File: config.mk
export PLATFORM = sky130hd
export DESIGN_NAME = adc_stop_ctrl
export DESIGN_NICKNAME = d
export VERILOG_FILES = /design/src/rtl/adc_stop_pkg.sv /design/src/rtl/adc_stop_fsm.sv /design/src/rtl/adc_stop_dp.sv /design/src/rtl/adc_stop_ctrl.sv
export SDC_FILE = /design/constraint.sdc
export NUM_CORES = 1
export LEC_CHECK = 0
export ABC_AREA = 1
export BUFFER_PORTS_ARGS = -buffer_cell sky130_fd_sc_hd__buf_2
export CAP_MARGIN = 20
export CORE_MARGIN = 8
export CORE_UTILIZATION = 56
export DETAILED_ROUTE_END_ITERATION = 10
export GPL_ROUTABILITY_DRIVEN = 0
export PLACE_DENSITY_LB_ADDON = 0.12
export SYNTH_ARGS = -nofsm -noshare
export SYNTH_HDL_FRONTEND = slang
export SYNTH_HIERARCHICAL = 1
export SYNTH_SLANG_ARGS = --single-unit
File: constraint.sdc
create_clock -name clk -period 3.16 [get_ports clk]
set_input_delay 0.158 -clock clk [delete_from_list [all_inputs] [get_ports clk]]
set_output_delay 0.158 -clock clk [all_outputs]
set_load 0.01 [all_outputs]
File: src/rtl/adc_stop_pkg.sv
package adc_stop_pkg;

  typedef enum logic [1:0] {
    ST_RUN   = 2'd0,
    ST_HALT  = 2'd1,
    ST_SCONV = 2'd2,
    ST_REC   = 2'd3
  } stopState_t;

  typedef struct packed {
    logic loadCnt;
    logic clrCnt;
    logic setTaint;
    logic abortPulse;
    logic restartPulse;
  } stopStrobe_t;

endpackage

File: src/rtl/adc_stop_fsm.sv
module adc_stop_fsm
  import adc_stop_pkg::*;
(
  input  logic        clk,
  input  logic        rstN,
  input  logic        stopReq,
  input  logic        stopClkEn,
  input  logic        seqActive,
  input  logic        convBoundary,
  input  logic        cntZero,
  output stopStrobe_t stb,
  output logic        clkSelInt,
  output logic        inRun
);

  stopState_t state, stateNxt;
  logic pendRestart, pendRestartNxt;

  always_comb begin
    stateNxt       = state;
    pendRestartNxt = pendRestart;
    stb            = '0;
    unique case (state)
      ST_RUN: if (stopReq) begin
        if (stopClkEn) begin
          stateNxt     = ST_SCONV;
          stb.setTaint = seqActive;
        end else begin
          stateNxt       = ST_HALT;
          stb.abortPulse = seqActive;
          pendRestartNxt = seqActive;
        end
      end
      ST_HALT: if (!stopReq) begin
        stateNxt         = ST_RUN;
        stb.restartPulse = pendRestart;
        pendRestartNxt   = 1'b0;
      end
      ST_SCONV: if (!stopReq) begin
        stateNxt     = ST_REC;
        stb.loadCnt  = 1'b1;
        stb.setTaint = seqActive;
      end
      ST_REC: begin
        if (stopReq) begin
          stateNxt     = ST_SCONV;
          stb.clrCnt   = 1'b1;
          stb.setTaint = seqActive;
        end else if (cntZero && (!seqActive || convBoundary)) begin
          stateNxt = ST_RUN;
        end
      end
      default: stateNxt = ST_RUN;
    endcase
  end

  always_ff @(posedge clk) begin
    if (!rstN) begin
      state       <= ST_RUN;
      pendRestart <= 1'b0;
    end else begin
      state       <= stateNxt;
      pendRestart <= pendRestartNxt;
    end
  end

  assign clkSelInt = (state == ST_SCONV) || (state == ST_REC);
  assign inRun     = (state == ST_RUN);

  AST_CLK_RISE_ON_STOP: assert property (@(posedge clk) disable iff (!rstN)
    $rose(clkSelInt) |-> $past(stopReq) && $past(stopClkEn));
  AST_CLK_FALL_SAFE: assert property (@(posedge clk) disable iff (!rstN)
    $fell(clkSelInt) |-> $past(!seqActive || convBoundary));
  AST_HALT_KEEPS_BUS: assert property (@(posedge clk) disable iff (!rstN)
    (state == ST_HALT) |-> !clkSelInt);

endmodule

File: src/rtl/adc_stop_dp.sv
module adc_stop_dp
  import adc_stop_pkg::*;
#(
  parameter int CNT_W = 8
) (
  input  logic             clk,
  input  logic             rstN,
  input  stopStrobe_t      stb,
  input  logic             convBoundary,
  input  logic [CNT_W-1:0] recoveryLen,
  output logic             cntZero,
  output logic             regBusy,
  output logic             convSuppress,
  output logic             seqAbort,
  output logic             seqRestart
);

  localparam logic [CNT_W-1:0] CNT_ONE = CNT_W'(1);

  logic [CNT_W-1:0] cnt;
  logic             taint;

  always_ff @(posedge clk) begin
    if (!rstN) begin
      cnt        <= '0;
      taint      <= 1'b0;
      seqAbort   <= 1'b0;
      seqRestart <= 1'b0;
    end else begin
      if (stb.clrCnt)       cnt <= '0;
      else if (stb.loadCnt) cnt <= recoveryLen;
      else if (cnt != '0)   cnt <= cnt - CNT_ONE;

      if (stb.setTaint)     taint <= 1'b1;
      else if (convBoundary) taint <= 1'b0;

      seqAbort   <= stb.abortPulse;
      seqRestart <= stb.restartPulse;
    end
  end

  assign cntZero      = (cnt == '0);
  assign regBusy      = !cntZero;
  assign convSuppress = taint;

  AST_CNT_DOWN: assert property (@(posedge clk) disable iff (!rstN)
    (regBusy && !stb.loadCnt && !stb.clrCnt) |=> (cnt == $past(cnt) - CNT_ONE));
  AST_STROBE_EXCL: assert property (@(posedge clk) disable iff (!rstN)
    $onehot0({seqAbort, seqRestart}));
  AST_ABORT_ONE_CYCLE: assert property (@(posedge clk) disable iff (!rstN)
    seqAbort |=> !seqAbort);

endmodule

File: src/rtl/adc_stop_ctrl.sv
module adc_stop_ctrl
  import adc_stop_pkg::*;
#(
  parameter int CNT_W = 8
) (
  input  logic             clk,
  input  logic             rstN,
  input  logic             stopReq,
  input  logic             stopClkEn,
  input  logic             seqActive,
  input  logic             convBoundary,
  input  logic             extTrigIn,
  input  logic [CNT_W-1:0] recoveryLen,
  output logic             clkSelInt,
  output logic             seqAbort,
  output logic             seqRestart,
  output logic             convSuppress,
  output logic             extTrigOut,
  output logic             regBusy
);

  stopStrobe_t stb;
  logic        cntZero;
  logic        inRun;

  adc_stop_fsm u_fsm (
    .clk(clk), .rstN(rstN), .stopReq(stopReq), .stopClkEn(stopClkEn),
    .seqActive(seqActive), .convBoundary(convBoundary), .cntZero(cntZero),
    .stb(stb), .clkSelInt(clkSelInt), .inRun(inRun)
  );

  adc_stop_dp #(.CNT_W(CNT_W)) u_dp (
    .clk(clk), .rstN(rstN), .stb(stb), .convBoundary(convBoundary),
    .recoveryLen(recoveryLen), .cntZero(cntZero), .regBusy(regBusy),
    .convSuppress(convSuppress), .seqAbort(seqAbort), .seqRestart(seqRestart)
  );

  assign extTrigOut = extTrigIn && inRun;

  AST_TRIG_BLOCKED: assert property (@(posedge clk) disable iff (!rstN)
    clkSelInt |-> !extTrigOut);
  AST_BUSY_ON_INT: assert property (@(posedge clk) disable iff (!rstN)
    regBusy |-> clkSelInt);
  AST_ABORT_ON_BUS: assert property (@(posedge clk) disable iff (!rstN)
    seqAbort |-> !clkSelInt);

endmodule

==> reports/metrics.csv <==
stage,metric,value,unit
status,status,finished clean,
clock_network,"Clk Latency, worst-skew pair",280,ps
sta,RSZ-0062 raised after global routing,false,
flow_run,Max Cap Viol,0,
yosys,"top cells by count, synth","nand2_1 (31), inv_1 (20), nor2_1 (18)",
setup_path,CP Capture Type,flop,
placed_design,IO buf count,20,
sta,fmax,0.5473,GHz
global_routing,GRT met2 Usage,17.75,%
yosys,share of the synthesized area in the top cell type,31.02,%
clock_network,Clock Tree Buf Depth,2,
detailed_routing,antenna-violating nets left,0,
yosys,Syn Area/Cell,6.362,um2
sta,Final Critical Period,1827,ps
power,switching share of power,48.50,%
floorplanning,initial core utilization,59.97,%
clock_network,Post-CTS Setup Repair Bufs,0,
power,Peak supply drop,0.4197,mV
detailed_routing,Residual DRC,0,
setup_path,Critical R2R Capture,u_dp/cnt[5],
sta,setup_tns,0,ps
finish,final core utilization,67.61,%
placed_design,hpwl dp,1603,um
finish,Layout Cells excl Fill,177,
yosys,Async SR Flop Fraction,0,%
sta,Rel. slew slack,61.64,%
yosys,Post-synth top flop,dfxtp_1,
clock_network,"Clk pin slew, worst setup/hold paths",80,ps
min_path,Worst Hold End,u_dp/cnt[2],
global_routing,grt ovf,0,
floorplanning,Boundary Pins,21,
sta,Final period util,57.83,%
yosys,Post-Syn Area,903.4,um2
placed_design,DP Area,996.0,um2
placed_design,placed cells,174,
clock_network,hold buffer count at cts,0,
yosys,post-synthesis register bit count,14,
power,overall power,923.7,uW
clock_network,CTS tree,built,
finish,post-route cell area,0.001018,mm2
clock_network,Num CTS Buffers,3,
global_routing,number of antenna violations at the first check in global routing,0,
power,combinational share of power,57.0,%
floorplanning,# rows,14,
power,Switch Pwr,448.0,uW
global_routing,GRT met1 Usage,16.30,%
setup_path,crit path DAT,2010,ps
clock_network,post-CTS resize count,0,
clock_network,H-Tree Depth,1,
yosys,Synth Warn #,6,
detailed_routing,first-pass iteration count of the detailed router,4,
detailed_routing,wire per inst,11.50,um
yosys,ranking of synthesized cells by area,"dfxtp_1 (31%), nand2_1 (13%), inv_1 (8.3%)",
detailed_routing,Vias/cell,5.203,
yosys,Post-synth EDFFs,0,
detailed_routing,WL final,2036,um
setup_path,Crit Path Max Fanout,10,
detailed_routing,routed vias,921,
power,Internal Power,475.7,uW
setup_path,Startpoint Class,flop,
sta,Final Max Tran Viols,0,
global_routing,global routing met3 resource utilization,5.708,%
yosys,post-synthesis sequential area ratio,31.02,%
yosys,most common cell in the netlist,nand2_1,
power,Leak,0.0005319,uW
setup_path,CP required,3340,ps
setup_path,Crit Path Class,reg -> reg,
finish,Inserted Diodes,0,
min_path,hold crit path type,in -> reg,
sta,"Hold Violations, Final",0,
floorplanning,Die Ht,56.17,um
finish,Nets,179,
clock_network,CTS Sinks,14,
global_routing,largest net degree at the start of global routing,11,
global_routing,overall track demand over capacity in global routing,13.02,%
power,Clock Power Share,11.3,%
finish,Area growth syn-to-layout,12.74,%
clock_network,Root Driver,clkbuf_4,
yosys,syn_nets,158,
min_path,hold path startpoint,recoveryLen[2],
finish,layout cells sized above 1,24.84,%
sta,Fin Clk Skew,2.457,ps
floorplanning,Core ar.,0.001506,mm2
yosys,Synth area leader,dfxtp_1,
sta,endpoints failing setup,0,
setup_path,worst r2r src,u_fsm/state[1],
setup_path,R2R depth,6,
global_routing,vias in the first global route,825,
min_path,worst hold path stage count,3,
sta,Slew @ Worst Pin,573.3,ps
detailed_routing,Starting DRT DRC Count,33,
finish,Filler cells,143,
setup_path,r2r setup slk,1330,ps
yosys,library cells used by synthesis,27,
floorplanning,Die Area,0.003155,mm2
global_routing,first-pass GRT wire length,3353,um
floorplanning,die extent in x,56.17,um
power,power share of the sequential group,31.6,%
global_routing,busiest grt layer,met2,
yosys,Mapped Cells,142,
power,pwr/cell area,906.9,mW/mm2
==> power by group through the flow <==
stage                     clock network [uW]  logic [uW]  registers, uW
final                                    105         527            292
after CTS                                106         522            291
after floorplan                            0         433            276
after global placement                     0         505            292
after global routing                     114         596            301
after detailed placement                   0         520            295
==> layout by cell type (no fill, tap or decap), types with 2 or more instances in the layout <==
cell type	instances
a21oi_1	13
buf_2	20
clkbuf_4	3
dfxtp_1	14
inv_1	20
inv_2	5
nand2_1	31
nand3_1	10
nand3_2	2
nand4_1	2
nor2_1	18
nor2_2	4
o211ai_1	2
o21ai_0	4
o21ai_1	2
xor2_1	2
==> stage by stage <==
step	hold slack, ps	worst slack [ps]
3_3_place_gp	412.3	1414
5_1_grt	118.0	1164
6_report	116.3	1333
2_1_floorplan	251.5	1823
4_1_cts	109.1	1349
3_5_place_dp	415.1	1371
==> worst max-delay path, stage by stage, from the launching register on <==
cell     delay, ps
dfxtp_1        530
nand2_1         90
nor2_1         450
inv_2          210
or2_2          320
nand3_1         80
nor2_1          40
==> cell type report <==
cell class / count / area (um2) / area share (%)
clock buffer: 3 / 22.52 / 2.211
inverter: 26 / 97.59 / 9.582
multi-input combinational: 98 / 498.0 / 48.89
sequential: 14 / 280.3 / 27.52
tap: 16 / 20.02 / 1.966
timing repair buffer: 20 / 100.1 / 9.828
==> flip-flops by register name, indices dropped and copies added (netlist names) <==
name / cells
u_fsm/state: 2
u_dp/convSuppress: 1
u_fsm/pendRestart: 1
u_dp/seqAbort: 1
u_dp/seqRestart: 1
u_dp/cnt: 8
==> worst max path at each step <==
stage,start,end,slack [ps],cells past startpoint
after floorplan,u_fsm/state[0],u_dp/cnt[5],1820,8
after global placement,u_fsm/state[1],u_dp/cnt[5],1410,6
after detailed placement,u_fsm/state[1],u_dp/cnt[5],1370,6
after CTS,u_fsm/state[1],u_dp/cnt[5],1350,6
after global routing,u_fsm/state[1],u_dp/cnt[5],1160,6
final,u_fsm/state[1],u_dp/cnt[5],1330,6
==> logic make-up (layout without fill, tap and decap cells) <==
family	count (synthesis)	in the layout	synth area share, %
buffers and inverters	30	49	13.85
adder cells (fa/ha/maj)	1	1	1.385
AND/OR/NAND/NOR	71	71	36.15
AO/OA/AOI/OAI	24	24	15.65
XOR/XNOR	2	2	1.939
flip-flops	14	14	31.03
==> routing by layer <==
metal | part of all wire (%) | up-vias
met5 | 0 | -
met4 | 1.6 | 0
met3 | 7.6 | 4
met2 | 39 | 38
met1 | 52 | 397
li1 | - | 482
No activity file was read; power rests on OpenSTA's default activity.
